[config.mk]
export PLATFORM = sky130hd
export DESIGN_NAME = rx_pattern_verifier
export DESIGN_NICKNAME = d
export VERILOG_FILES = /design/src/rtl/rx_chk_pkg.sv /design/src/rtl/rx_pattern_verifier.sv
export SDC_FILE = /design/constraint.sdc
export NUM_CORES = 1
export LEC_CHECK = 0
export ABC_AREA = 1
export BUFFER_PORTS_ARGS = -buffer_cell sky130_fd_sc_hd__buf_2
export CORE_UTILIZATION = 35
export CTS_CLUSTER_SIZE = 40
export DETAILED_ROUTE_END_ITERATION = 6
export MAX_ROUTING_LAYER = met4
export SYNTH_ARGS = -nofsm -noshare
export SYNTH_HDL_FRONTEND = slang
export SYNTH_SLANG_ARGS = --single-unit
[constraint.sdc]
create_clock -name clk -period 2.6 [get_ports clk]
set_input_delay 0.39 -clock clk [delete_from_list [all_inputs] [get_ports clk]]
set_output_delay 0.39 -clock clk [all_outputs]
set_load 0.02 [all_outputs]
[src/rtl/rx_chk_pkg.sv]
package rx_chk_pkg;
  localparam int unsigned LANE_BITS   = 8;
  localparam int unsigned DEF_DATA_W  = 32;
  localparam int unsigned DEF_CNT_W   = 48;
  localparam int unsigned DEF_ERR_W   = 8;
endpackage

[src/rtl/rx_pattern_verifier.sv]
module rx_pattern_verifier
  import rx_chk_pkg::*;
#(
  parameter int unsigned DATA_W = 32,
  parameter int unsigned CNT_W  = 48,
  localparam int unsigned BE_W  = DATA_W / LANE_BITS
) (
  input  logic              clk,
  input  logic              rst,
  input  logic              start_i,
  input  logic [DATA_W-1:0] init_i,
  input  logic              verify_en_i,
  input  logic              beat_i,
  input  logic [BE_W-1:0]   be_i,
  input  logic [DATA_W-1:0] data_i,
  input  logic [CNT_W-1:0]  pos_i,
  output logic              fail_o,
  output logic [CNT_W-1:0]  pos_o,
  output logic [DATA_W-1:0] exp_o,
  output logic [DATA_W-1:0] got_o
);
  logic [DATA_W-1:0] exp_q;
  logic [BE_W-1:0]   lane_bad;
  logic              mismatch;
  logic              fail_q;
  logic [CNT_W-1:0]  pos_q;
  logic [DATA_W-1:0] fexp_q;
  logic [DATA_W-1:0] fgot_q;

  for (genvar g = 0; g < BE_W; g++) begin : g_lane
    assign lane_bad[g] = be_i[g] &&
      (data_i[g*LANE_BITS +: LANE_BITS] != exp_q[g*LANE_BITS +: LANE_BITS]);
  end

  assign mismatch = verify_en_i && (|lane_bad);

  always_ff @(posedge clk) begin
    if (rst) begin
      exp_q  <= '0;
      fail_q <= 1'b0;
      pos_q  <= '0;
      fexp_q <= '0;
      fgot_q <= '0;
    end else if (start_i) begin
      exp_q  <= init_i;
      fail_q <= 1'b0;
      pos_q  <= '0;
      fexp_q <= '0;
      fgot_q <= '0;
    end else if (beat_i) begin
      exp_q <= exp_q + DATA_W'(1);
      if (!fail_q) begin
        pos_q  <= pos_i;
        fexp_q <= exp_q;
        fgot_q <= data_i;
      end
      fail_q <= fail_q | mismatch;
    end
  end

  assign fail_o = fail_q;
  assign pos_o  = pos_q;
  assign exp_o  = fexp_q;
  assign got_o  = fgot_q;
endmodule

==> implementation parameters, run 1 <==
Parameter                              Value

Run status
  Result of the run ... finished, final reports clean

Yosys
  Mean area per synthesized cell ... 7.31 sq um
  Area of the mapped netlist ... 0.00636 sq mm
  XOR/XNOR share of the synthesized area ... 5.37%
  Share of cell area taken by muxes after synthesis ... 0%
  Number of warnings reported in the yosys synthesis log ... 0
  Simple-Gate Fraction of Synth Area ... 26.6%
  Number of register bits inferred by synthesis ... 145
  Synth unique cells ... 31
  Net count after synthesis ... 993
  Dominant combinational cell family by area after synthesis ... simple AND/OR/NAND/NOR gates
  Compound-gate portion of the synthesized area ... 15.7%
  Cells after Synth ... 871
  Synth Area in Adders ... 0.197%
  Sequential share of the synthesized area ... 45.6%

Run
  Number of max-capacitance violations reported ... 0

Timing
  Setup repair after global routing missed its margin ... false
  Slew margin rel. ... 55.5%
  Worst-margin pin slew ... 668 ps
  Highest Clock Rate ... 565 MHz
  Final-report hold violation count ... 0
  Layout Skew ... 6.71 ps
  Period Utilization, post-route ... 68.1%
  Total Negative Setup Slacks ... 0 ps
  Final min period ... 1770 ps
  Final slew viol count ... 0
  Number of endpoints failing setup at the final stage ... 0

Die
  Die width ... 137 um
  Die footprint ... 0.0187 sq mm
  Number of placement rows ... 48
  Effective utilization at floorplan ... 36.3%
  # IOs ... 234
  Vert. Die Dim ... 137 um
  Core Footprint ... 0.0175 sq mm

Finish
  # diodes ... 0
  Combined area of the multi-input logic cells ... 0.00306 sq mm
  Area added between synthesis and finish ... 30.0%
  Most frequent cells in the layout ... 300 x sky130_fd_sc_hd__nand2_1, 233 x sky130_fd_sc_hd__buf_2, 145 x sky130_fd_sc_hd__dfxtp_1
  Commonest non-fill, non-tap cell in the layout ... sky130_fd_sc_hd__nand2_1
  Share of layout cells above drive strength 1 ... 27.1%
  Filler Cell Count ... 1844
  Final net count ... 1200
  Storage element area ... 0.00290 sq mm

Global routing
  Number of antenna violations at the first check in global routing ... 0
  Remaining global-route overflow ... 0
  Maximum number of pins on one net before global-route repair ... 144
  Vias in the first global route ... 5930
  Wire length of the first global-routing pass ... 30.8 mm
  Tot GR Track Use ... 22.2%

CTS
  Clock-pin transition on the worst setup and hold timing paths ... 70 ps
  Clock Tree Root ... sky130_fd_sc_hd__clkbuf_16
  Setup Fix Bufs, Post-CTS ... 0
  Sink Count ... 145
  Number of buffers on the longest clock path ... 2
  Clock buffers created by TritonCTS ... 17
  TritonCTS clock tree ... done
  Later-pin clock latency in the skew report ... 420 ps
  Number of H-tree levels ... 4
  Count of hold-fix buffers inserted at cts ... 0
  Post-CTS resize count ... 0

Worst setup path
  Worst setup SP type ... flip-flop
  Crit path required time ... 2950 ps
  Critical path class ... flip-flop to flip-flop
  Worst Path Max Fanout ... 5
  CP Data Arrival Time ... 2120 ps
  CP endpoint kind ... flip-flop

Route
  Count of nets left with antenna violations after detail routing ... 0
  DRC violations left ... 0
  Total number of vias ... 6337
  Average wire per standard cell ... 15.4 um
  DR pass1 iterations ... 5
  Detailed-route vias per instance ... 4.82
  Initial DRC Count ... 353
  Aggregate routed wire length ... 20.2 mm

Placement
  Final weighted congestion in routability-driven placement ... 0.810
  Number of buffers added on ports ... 233
  DPL Wire Length ... 14.6 mm

Hold path
  Path type of the worst min-delay path ... input port to flip-flop

Power and ir drop
  Total power ... 0.00534 W
  Maximum ir drop on the vdd rail ... 453 uV
  Static Leakage ... 3.60 nW
  Power Density ... 646 mW/mm^2
critical path, stage by stage, from the launching register on:
cell	delay, ps
sky130_fd_sc_hd__dfxtp_1	440
sky130_fd_sc_hd__ha_1	230
sky130_fd_sc_hd__nand3_1	160
sky130_fd_sc_hd__inv_1	110
sky130_fd_sc_hd__nand2_2	90
sky130_fd_sc_hd__nor2_4	140
sky130_fd_sc_hd__nand3_2	140
sky130_fd_sc_hd__inv_2	100
sky130_fd_sc_hd__nand2_1	50
sky130_fd_sc_hd__nand2_1	60
sky130_fd_sc_hd__nand3_1	60
sky130_fd_sc_hd__a21oi_1	120
metal layers:
layer | up-vias | global-route usage, % | part of all wire (%)
met1 | 2849 | 27.2 | 45
met3 | 21 | 4.81 | 6.4
met5 | - | - | 0
li1 | 3249 | - | -
met4 | 0 | 7.69 | 1.8
met2 | 218 | 36.1 | 47
worst paths after layout:
path	from	to	slack [ps]	cells past startpoint
setup / recovery	exp_q[0]	exp_q[24]	830	11
hold / removal	pos_i[41]	pos_o[41]	210	3
setup reg to reg	exp_q[0]	exp_q[24]	830	11
hold reg to reg	pos_o[45]	pos_o[45]	450	2
through the flow:
step                worst slack [ps]  std cells  hold WS [ps]  instance area (sq um)  utilization (%)
floorplan                       1160        871           486                   6360                -
global placement                 611       1284           445                   7720             44.0
detailed placement               576       1284           448                   7720             44.0
CTS                              839       1316           198                   8270             47.2
global route                     634       1316           200                   8270             47.2
finish                           830       1316           210                   8270             47.2
synthesized netlist by cell type:
master | number | area (sq um)
sky130_fd_sc_hd__nor3_2 | 4 | 40.0
sky130_fd_sc_hd__inv_2 | 3 | 11.3
sky130_fd_sc_hd__nand2_1 | 301 | 1130
sky130_fd_sc_hd__clkbuf_1 | 30 | 113
sky130_fd_sc_hd__buf_1 | 6 | 22.5
sky130_fd_sc_hd__a21oi_1 | 102 | 510
sky130_fd_sc_hd__nor3b_1 | 1 | 7.51
sky130_fd_sc_hd__nand3_2 | 2 | 20.0
sky130_fd_sc_hd__o21ai_1 | 2 | 10.0
sky130_fd_sc_hd__nand4_1 | 3 | 18.8
sky130_fd_sc_hd__a211oi_1 | 31 | 233
sky130_fd_sc_hd__buf_6 | 1 | 11.3
sky130_fd_sc_hd__nor2_1 | 57 | 214
sky130_fd_sc_hd__clkbuf_2 | 4 | 20.0
sky130_fd_sc_hd__inv_1 | 45 | 169
sky130_fd_sc_hd__o21ai_0 | 8 | 40.0
sky130_fd_sc_hd__nand3_1 | 27 | 135
sky130_fd_sc_hd__xnor2_1 | 30 | 263
sky130_fd_sc_hd__o211ai_1 | 1 | 7.51
sky130_fd_sc_hd__nor3_1 | 7 | 35.0
sky130_fd_sc_hd__ha_1 | 1 | 12.5
sky130_fd_sc_hd__xor2_1 | 9 | 78.8
sky130_fd_sc_hd__buf_2 | 12 | 60.1
sky130_fd_sc_hd__a22oi_1 | 18 | 135
sky130_fd_sc_hd__nor2_2 | 3 | 18.8
sky130_fd_sc_hd__a31oi_1 | 10 | 62.6
sky130_fd_sc_hd__dfxtp_1 | 145 | 2900
sky130_fd_sc_hd__buf_4 | 1 | 7.51
sky130_fd_sc_hd__nand3_4 | 1 | 17.5
sky130_fd_sc_hd__nor2_4 | 4 | 45.0
sky130_fd_sc_hd__nand2_2 | 2 | 12.5
state kept, by name, indices dropped and copies added, names as in the netlist:
signal  cells
pos_o      48
fail_o      1
got_o      32
exp_o      32
exp_q      32
report_power, final:
group	leakage [nW]	switching, W	internal, W
Clock	0.263	0.00103	0.00126
Combinational	2.16	0.000412	0.000251
Sequential	1.18	0.0000830	0.00231
Total	3.60	0.00152	0.00382
layout make-up:
type                       count  share of cell area (%)
sequential                   145                    35.1
multi-input combinational    624                    37.0
clock inverter                14                    1.30
inverter                      48                    2.18
timing repair buffer         242                    15.7
tap                          225                    3.40
clock buffer                  18                    5.31
kinds of logic (layout without fill, tap and decap cells):
family | count (synthesis) | in the layout
XOR/XNOR | 39 | 39
AND/OR/NAND/NOR | 412 | 412
buffers and inverters | 102 | 322
AO/OA/AOI/OAI | 172 | 172
adder cells (fa/ha/maj) | 1 | 1
flip-flops | 145 | 145
Note: power is estimated with default switching activity, not from simulation.
==> run 2, diff against run 1 <==
==> constraint.sdc (replaced) <==
create_clock -name clk -period 1.8 [get_ports clk]
set_input_delay 0.27 -clock clk [delete_from_list [all_inputs] [get_ports clk]]
set_output_delay 0.27 -clock clk [all_outputs]
set_load 0.02 [all_outputs]
==> run 2 against run 1 <==
Sequential cell count unchanged. Critical endpoint unchanged. Highest routed layer unchanged. Critical path type unchanged. Sequential share of layout area fell by 1.1 points. Total power rose by 55%.
==> implementation parameters, run 2 (synthesized netlist as in run 1, its figures left out) <==
Parameter                              Value

Power and ir drop
  Maximum ir drop on the vdd rail ... 707 uV (was 453 uV)
  Static Leakage ... 3.75 nW (was 3.60 nW)
  Power Density ... 968 mW/mm^2 (was 646 mW/mm^2)

Placement
  Number of buffers added on ports ... 233 (unchanged)
  Placed instance count ... 1306 (was 1284)
  Final weighted congestion in routability-driven placement ... 0.844 (was 0.810)
  DPL Wire Length ... 15.2 mm (was 14.6 mm)

Die
  Effective utilization at floorplan ... 36.3% (unchanged)
  # IOs ... 234 (unchanged)
  Vert. Die Dim ... 137 um (unchanged)
  Die footprint ... 0.0187 sq mm (unchanged)
  Number of placement rows ... 48 (unchanged)
  Core Footprint ... 0.0175 sq mm (unchanged)
  Die width ... 137 um (unchanged)

Worst setup path
  Reg2Reg Depth ... 11 (unchanged)
  Largest delay share family, worst path ... simple AND/OR/NAND/NOR gates (unchanged)
  Cell with the biggest individual delay on the critical path ... sky130_fd_sc_hd__dfxtp_1 (unchanged)
  Largest incremental delay on the critical path ... 410 ps (was 440 ps)
  Worst setup SP type ... flip-flop (unchanged)
  Minimum setup slack among reg-to-reg paths ... 170 ps (was 830 ps)
  Endpoint of the worst register-to-register path ... exp_q[24] (unchanged)
  Crit path required time ... 2150 ps (was 2950 ps)
  CP Cell Sequence ... ha_1, nand3_1, inv_1, nand2_2, nor2_4, nand3_2, inv_2, nand2_1, nand2_1, nand3_1, a21oi_1 (unchanged)
  CP endpoint kind ... flip-flop (unchanged)
  Worst Path Max Fanout ... 5 (unchanged)
  Startpoint of the most critical register-to-register path ... exp_q[1] (was exp_q[0])
  CP Data Arrival Time ... 1980 ps (was 2120 ps)
  Critical path class ... flip-flop to flip-flop (unchanged)
  Total buffers and inverters traversed by the critical path ... 2 (unchanged)

Global routing
  Vias in the first global route ... 5970 (was 5930)
  Number of antenna violations at the first check in global routing ... 0 (unchanged)
  Wire length of the first global-routing pass ... 30.9 mm (was 30.8 mm)
  Remaining global-route overflow ... 0 (unchanged)
  Tot GR Track Use ... 22.5% (was 22.2%)
  Maximum number of pins on one net before global-route repair ... 84 (was 144)

Hold path
  Path type of the worst min-delay path ... input port to flip-flop (unchanged)
  Number of instances on the worst hold path ... 3 (unchanged)
  Hold path start ... pos_i[41] (unchanged)
  Destination of the worst hold path ... pos_o[41] (unchanged)

Timing
  Setup repair after global routing missed its margin ... false (unchanged)
  Slew margin rel. ... 73.5% (was 55.5%)
  Final min period ... 1630 ps (was 1770 ps)
  Worst-margin pin slew ... 397 ps (was 668 ps)
  Highest Clock Rate ... 614 MHz (was 565 MHz)
  Number of endpoints failing setup at the final stage ... 0 (unchanged)
  Layout Skew ... 8.16 ps (was 6.71 ps)
  Final-report hold violation count ... 0 (unchanged)
  Period Utilization, post-route ... 90.5% (was 68.1%)
  Total Negative Setup Slacks ... 0 ps (unchanged)
  Final slew viol count ... 0 (unchanged)

Run status
  Result of the run ... finished, final reports clean (unchanged)

Finish
  # diodes ... 0 (unchanged)
  Final net count ... 1222 (was 1200)
  Final instance count without filler cells ... 1337 (was 1316)
  Share of layout cells above drive strength 1 ... 28.5% (was 27.1%)
  Commonest non-fill, non-tap cell in the layout ... sky130_fd_sc_hd__nand2_1 (unchanged)
  Largest register FFs ... 48 (unchanged)
  Most frequent cells in the layout ... 300 x sky130_fd_sc_hd__nand2_1, 233 x sky130_fd_sc_hd__buf_2, 145 x sky130_fd_sc_hd__dfxtp_1 (unchanged)
  Area added between synthesis and finish ... 34.1% (was 30.0%)

Route
  Aggregate routed wire length ... 20.6 mm (was 20.2 mm)
  Total number of vias ... 6434 (was 6337)
  DRC violations left ... 0 (unchanged)
  Detailed-route vias per instance ... 4.81 (was 4.82)
  Average wire per standard cell ... 15.4 um (about the same)
  Initial DRC Count ... 326 (was 353)
  Count of nets left with antenna violations after detail routing ... 0 (unchanged)
  DR pass1 iterations ... 6 (was 5)

CTS
  Clock Tree Root ... sky130_fd_sc_hd__clkbuf_16 (unchanged)
  Post-CTS resize count ... 0 (unchanged)
  Setup Fix Bufs, Post-CTS ... 0 (unchanged)
  Number of H-tree levels ... 4 (unchanged)
  Clock-pin transition on the worst setup and hold timing paths ... 60 ps (was 70 ps)
  Later-pin clock latency in the skew report ... 420 ps (about the same)
  Number of buffers on the longest clock path ... 2 (unchanged)
  TritonCTS clock tree ... done (unchanged)
  Sink Count ... 145 (unchanged)
  Count of hold-fix buffers inserted at cts ... 0 (unchanged)
  Clock buffers created by TritonCTS ... 17 (unchanged)

Run
  Number of max-capacitance violations reported ... 0 (unchanged)
-- run 2: per-stage QoR --
| stage | area (sq um) | util, % | setup slack [ps] | total power [W] | hold WS (ps) |
|---|---|---|---|---|---|
| finish | 8530 | 48.7 | 172 | 0.00826 | 93.2 |
| global route | 8530 | 48.7 | 31.5 | 0.00859 | 88.9 |
| CTS | 8530 | 48.6 | 174 | 0.00833 | 80.6 |
| detailed placement | 7900 | 45.1 | 209 | 0.00454 | 449 |
| global placement | 7900 | 45.1 | 208 | 0.00453 | 446 |
| floorplan | 6360 | - | 365 | 0.00408 | 418 |
-- run 2: per-layer routing --
metal | part of all wire (%) | track usage, % | vias to the layer above
met5 | 0 | - | -
met4 | 2.4 | 8.73 | 0
met3 | 7.2 | 5.26 | 30
met2 | 46 | 36.2 | 234
met1 | 45 | 27.2 | 2879
li1 | - | - | 3291
-- run 2: layout make-up --
type                            instances  area, sq um
Multi-Input combinational cell        624         3070
Fill cell                            1795         9000
Tap cell                              225          282
Timing Repair Buffer                  264         1470
Sequential cell                       145         2900
Clock buffer                           19          443
Inverter                               48          180
Clock inverter                         12          181
-- run 2: worst min-delay path, delay by kind of cell --
| family | cells | cell delay (ps) |
|---|---|---|
| and+or+nand+nor | 1 | 50 |
| AOI/OAI and AO/OA | 1 | 50 |
| buffers and inverters | 1 | 90 |
-- run 2: worst max-delay path by stage --
stage	startpoint	slack [ps]	depth (start not counted)	end
2_1_floorplan	exp_q[1]	360	9	exp_q[28]
3_3_place_gp	exp_q[17]	210	8	exp_q[29]
3_5_place_dp	exp_q[1]	210	11	exp_q[24]
4_1_cts	exp_q[25]	170	6	exp_q[30]
5_1_grt	exp_q[0]	30	11	exp_q[30]
6_report	exp_q[1]	170	11	exp_q[24]
-- run 2: power by group --
group          switching (W)  internal (W)  leakage, nW
clock                0.00144       0.00236        0.292
sequential         0.0000982       0.00334         1.18
combinational       0.000630      0.000396         2.27
==> run 3, diff against run 2 <==
--- a/config.mk
+++ b/config.mk
@@ -7,10 +7,13 @@
 export LEC_CHECK = 0
 export ABC_AREA = 1
 export BUFFER_PORTS_ARGS = -buffer_cell sky130_fd_sc_hd__buf_2
-export CORE_UTILIZATION = 35
+export CELL_PAD_IN_SITES_DETAIL_PLACEMENT = 0
+export CELL_PAD_IN_SITES_GLOBAL_PLACEMENT = 1
+export CORE_UTILIZATION = 34
 export CTS_CLUSTER_SIZE = 40
 export DETAILED_ROUTE_END_ITERATION = 6
 export MAX_ROUTING_LAYER = met4
+export PLACE_DENSITY_LB_ADDON = 0.1
 export SYNTH_ARGS = -nofsm -noshare
 export SYNTH_HDL_FRONTEND = slang
 export SYNTH_SLANG_ARGS = --single-unit
==> run 3 against run 2 <==
The run now ends with design-rule violations left. Cell count rose by 0.30%. Sequential cell count is the same. Die area is 2.9% higher. Register-to-register slack better by 30 ps. Count of clock-buffer cells in the layout stayed put. Global-route usage shrank 0.48 points. Final area is 0.23% lower. Routed wire length about the same. Total power increased by 0.99%. First-iteration DRC count increased by 5.2%. Non-clock buffer count is 2 lower. Fmax increased by 1.6%.
==> implementation parameters, run 3 (synthesized netlist as in run 1, its figures left out) <==
Parameter                              Value

Run status
  Result of the run ... finished with violations (was finished, final reports clean)
  Violated checks ... design-rule violations

CTS
  Count of hold-fix buffers inserted at cts ... 0 (unchanged)
  Setup Fix Bufs, Post-CTS ... 0 (unchanged)
  Clock buffers created by TritonCTS ... 17 (unchanged)
  Clock Tree Root ... sky130_fd_sc_hd__clkbuf_16 (unchanged)
  Number of buffers on the longest clock path ... 2 (unchanged)
  Post-CTS resize count ... 0 (unchanged)
  Clock-pin transition on the worst setup and hold timing paths ... 70 ps (was 60 ps)
  Number of H-tree levels ... 4 (unchanged)
  TritonCTS clock tree ... done (unchanged)
  Sink Count ... 145 (unchanged)
  Later-pin clock latency in the skew report ... 420 ps (about the same)

Timing
  Highest Clock Rate ... 624 MHz (was 614 MHz)
  Final-report hold violation count ... 0 (unchanged)
  Slew margin rel. ... 70.9% (was 73.5%)
  Worst-margin pin slew ... 436 ps (was 397 ps)
  Final slew viol count ... 0 (unchanged)
  Total Negative Setup Slacks ... 0 ps (unchanged)
  Number of endpoints failing setup at the final stage ... 0 (unchanged)
  Period Utilization, post-route ... 89.1% (was 90.5%)
  Final min period ... 1600 ps (was 1630 ps)
  Layout Skew ... 12.0 ps (was 8.16 ps)
  Setup repair after global routing missed its margin ... false (unchanged)

Worst setup path
  Worst setup SP type ... flip-flop (unchanged)
  Cell with the biggest individual delay on the critical path ... sky130_fd_sc_hd__dfxtp_2 (was sky130_fd_sc_hd__dfxtp_1)
  Crit path required time ... 2150 ps (about the same)
  CP Data Arrival Time ... 1960 ps (was 1980 ps)
  Largest incremental delay on the critical path ... 370 ps (was 410 ps)
  CP Cell Sequence ... ha_1, nand3_1, inv_1, nand2_2, nor2_4, nand3_2, inv_2, nand2_1, nand2_1, nand3_1, a21oi_1 (unchanged)
  CP endpoint kind ... flip-flop (unchanged)
  Worst Path Max Fanout ... 5 (unchanged)
  Critical path class ... flip-flop to flip-flop (unchanged)
  Largest delay share family, worst path ... simple AND/OR/NAND/NOR gates (unchanged)
  Total buffers and inverters traversed by the critical path ... 2 (unchanged)

Placement
  DPL Wire Length ... 15.4 mm (was 15.2 mm)
  Final weighted congestion in routability-driven placement ... 0.864 (was 0.844)
  Number of buffers added on ports ... 233 (unchanged)

Route
  Total number of vias ... 6344 (was 6434)
  Initial DRC Count ... 343 (was 326)
  Average wire per standard cell ... 15.4 um (about the same)
  DR pass1 iterations ... 7 (was 6)
  DRC violations left ... 23 (was 0)
  Met1 WL ... 9.44 mm (was 9.16 mm)
  Detailed-route vias per instance ... 4.73 (was 4.81)
  Length of routed met3 wiring ... 1.37 mm (was 1.49 mm)
  Routed met2 length ... 9.48 mm (was 9.43 mm)
  Uppermost routed layer ... met4 (unchanged)
  Aggregate routed wire length ... 20.6 mm (about the same)
  Count of nets left with antenna violations after detail routing ... 0 (unchanged)

Die
  Number of placement rows ... 49 (was 48)
  # IOs ... 234 (unchanged)
  Die width ... 139 um (was 137 um)
  Die footprint ... 0.0193 sq mm (was 0.0187 sq mm)
  Effective utilization at floorplan ... 35.1% (was 36.3%)
  Vert. Die Dim ... 139 um (was 137 um)
  Core Footprint ... 0.0181 sq mm (was 0.0175 sq mm)

Finish
  Commonest non-fill, non-tap cell in the layout ... sky130_fd_sc_hd__nand2_1 (unchanged)
  Filler Cell Count ... 1909 (was 1795)
  Final net count ... 1220 (was 1222)
  Most frequent cells in the layout ... 300 x sky130_fd_sc_hd__nand2_1, 233 x sky130_fd_sc_hd__buf_2, 143 x sky130_fd_sc_hd__dfxtp_1 (was 300 x sky130_fd_sc_hd__nand2_1, 233 x sky130_fd_sc_hd__buf_2, 145 x sky130_fd_sc_hd__dfxtp_1)
  Largest register FFs ... 48 (unchanged)
  Combined area of the multi-input logic cells ... 0.00306 sq mm (was 0.00307 sq mm)
  Storage element area ... 0.00291 sq mm (was 0.00290 sq mm)
  Area added between synthesis and finish ... 33.8% (was 34.1%)
  Share of layout cells above drive strength 1 ... 28.6% (was 28.5%)

Run
  Number of max-capacitance violations reported ... 0 (unchanged)

Power and ir drop
  Total power ... 0.00834 W (was 0.00826 W)
  Power Density ... 980 mW/mm^2 (was 968 mW/mm^2)
  Static Leakage ... 3.74 nW (was 3.75 nW)
  Maximum ir drop on the vdd rail ... 722 uV (was 707 uV)

Global routing
  Number of antenna violations at the first check in global routing ... 1 (was 0)
  Wire length of the first global-routing pass ... 32.2 mm (was 30.9 mm)
  Maximum number of pins on one net before global-route repair ... 43 (was 84)
  Remaining global-route overflow ... 0 (unchanged)
  Tot GR Track Use ... 22.0% (was 22.5%)
  Vias in the first global route ... 5932 (was 5970)

Hold path
  Path type of the worst min-delay path ... input port to flip-flop (unchanged)
==> run 3: cell types whose count changed in the layout (fill, tap and decap cells not counted), moves of 2 or more <==
cell | previous run | this run
sky130_fd_sc_hd__dfxtp_1 | 145 | 143
sky130_fd_sc_hd__buf_12 | 6 | 3
sky130_fd_sc_hd__clkinv_4 | 0 | 3
sky130_fd_sc_hd__clkinvlp_4 | 4 | 2
sky130_fd_sc_hd__dfxtp_2 | 0 | 2
==> run 3: routing by layer <==
layer | vias up | track usage, %
met1 | 2852 | 28.4
met2 | 178 | 34.1
met4 | 0 | 6.26
li1 | 3295 | -
met3 | 19 | 5.46
met5 | - | -
==> run 3: final timing paths <==
| kind | from | end | slack, ps | cells after the start |
|---|---|---|---|---|
| hold / removal | pos_i[13] | pos_o[13] | 100 | 3 |
| hold reg to reg | got_o[29] | got_o[29] | 460 | 2 |
| setup reg to reg | exp_q[1] | exp_q[24] | 200 | 11 |
| setup / recovery | exp_q[1] | exp_q[24] | 200 | 11 |
==> run 3: cell type report <==
class	instances	area share, %
Multi-Input combinational cell	624	36.0
Clock buffer	19	5.32
Antenna cell	1	0.0294
Clock inverter	13	2.34
Timing Repair Buffer	262	16.7
Inverter	48	2.12
Tap cell	229	3.37
Sequential cell	145	34.1
==> run 3: per-stage QoR <==
| stage | setup WS (ps) | hold WS [ps] | cells | utilization (%) | instance area [sq um] |
|---|---|---|---|---|---|
| final | 197 | 97.5 | 1341 | 46.9 | 8510 |
| after global routing | 19.6 | 80.7 | 1341 | 46.9 | 8510 |
| after CTS | 120 | 79.1 | 1340 | 46.9 | 8510 |
| after detailed placement | 154 | 448 | 1308 | 43.3 | 7860 |
| after global placement | 173 | 446 | 1308 | 43.3 | 7860 |
| after floorplan | 365 | 418 | 871 | - | 6360 |
==> run 3: power by group <==
part | internal (W) | total, W | switching, W
registers | 0.00334 | 0.00344 | 0.000100
logic | 0.000386 | 0.000997 | 0.000612
clock network | 0.00243 | 0.00390 | 0.00148
==> run 3: worst reg2reg max path: stages (launching register included) <==
cell and delay [ps]:
sky130_fd_sc_hd__dfxtp_2 370, sky130_fd_sc_hd__ha_1 180, sky130_fd_sc_hd__nand3_1 140, sky130_fd_sc_hd__inv_1 90, sky130_fd_sc_hd__nand2_2 90, sky130_fd_sc_hd__nor2_4 130, sky130_fd_sc_hd__nand3_2 130, sky130_fd_sc_hd__inv_2 100
sky130_fd_sc_hd__nand2_1 50, sky130_fd_sc_hd__nand2_1 70, sky130_fd_sc_hd__nand3_1 60, sky130_fd_sc_hd__a21oi_1 120
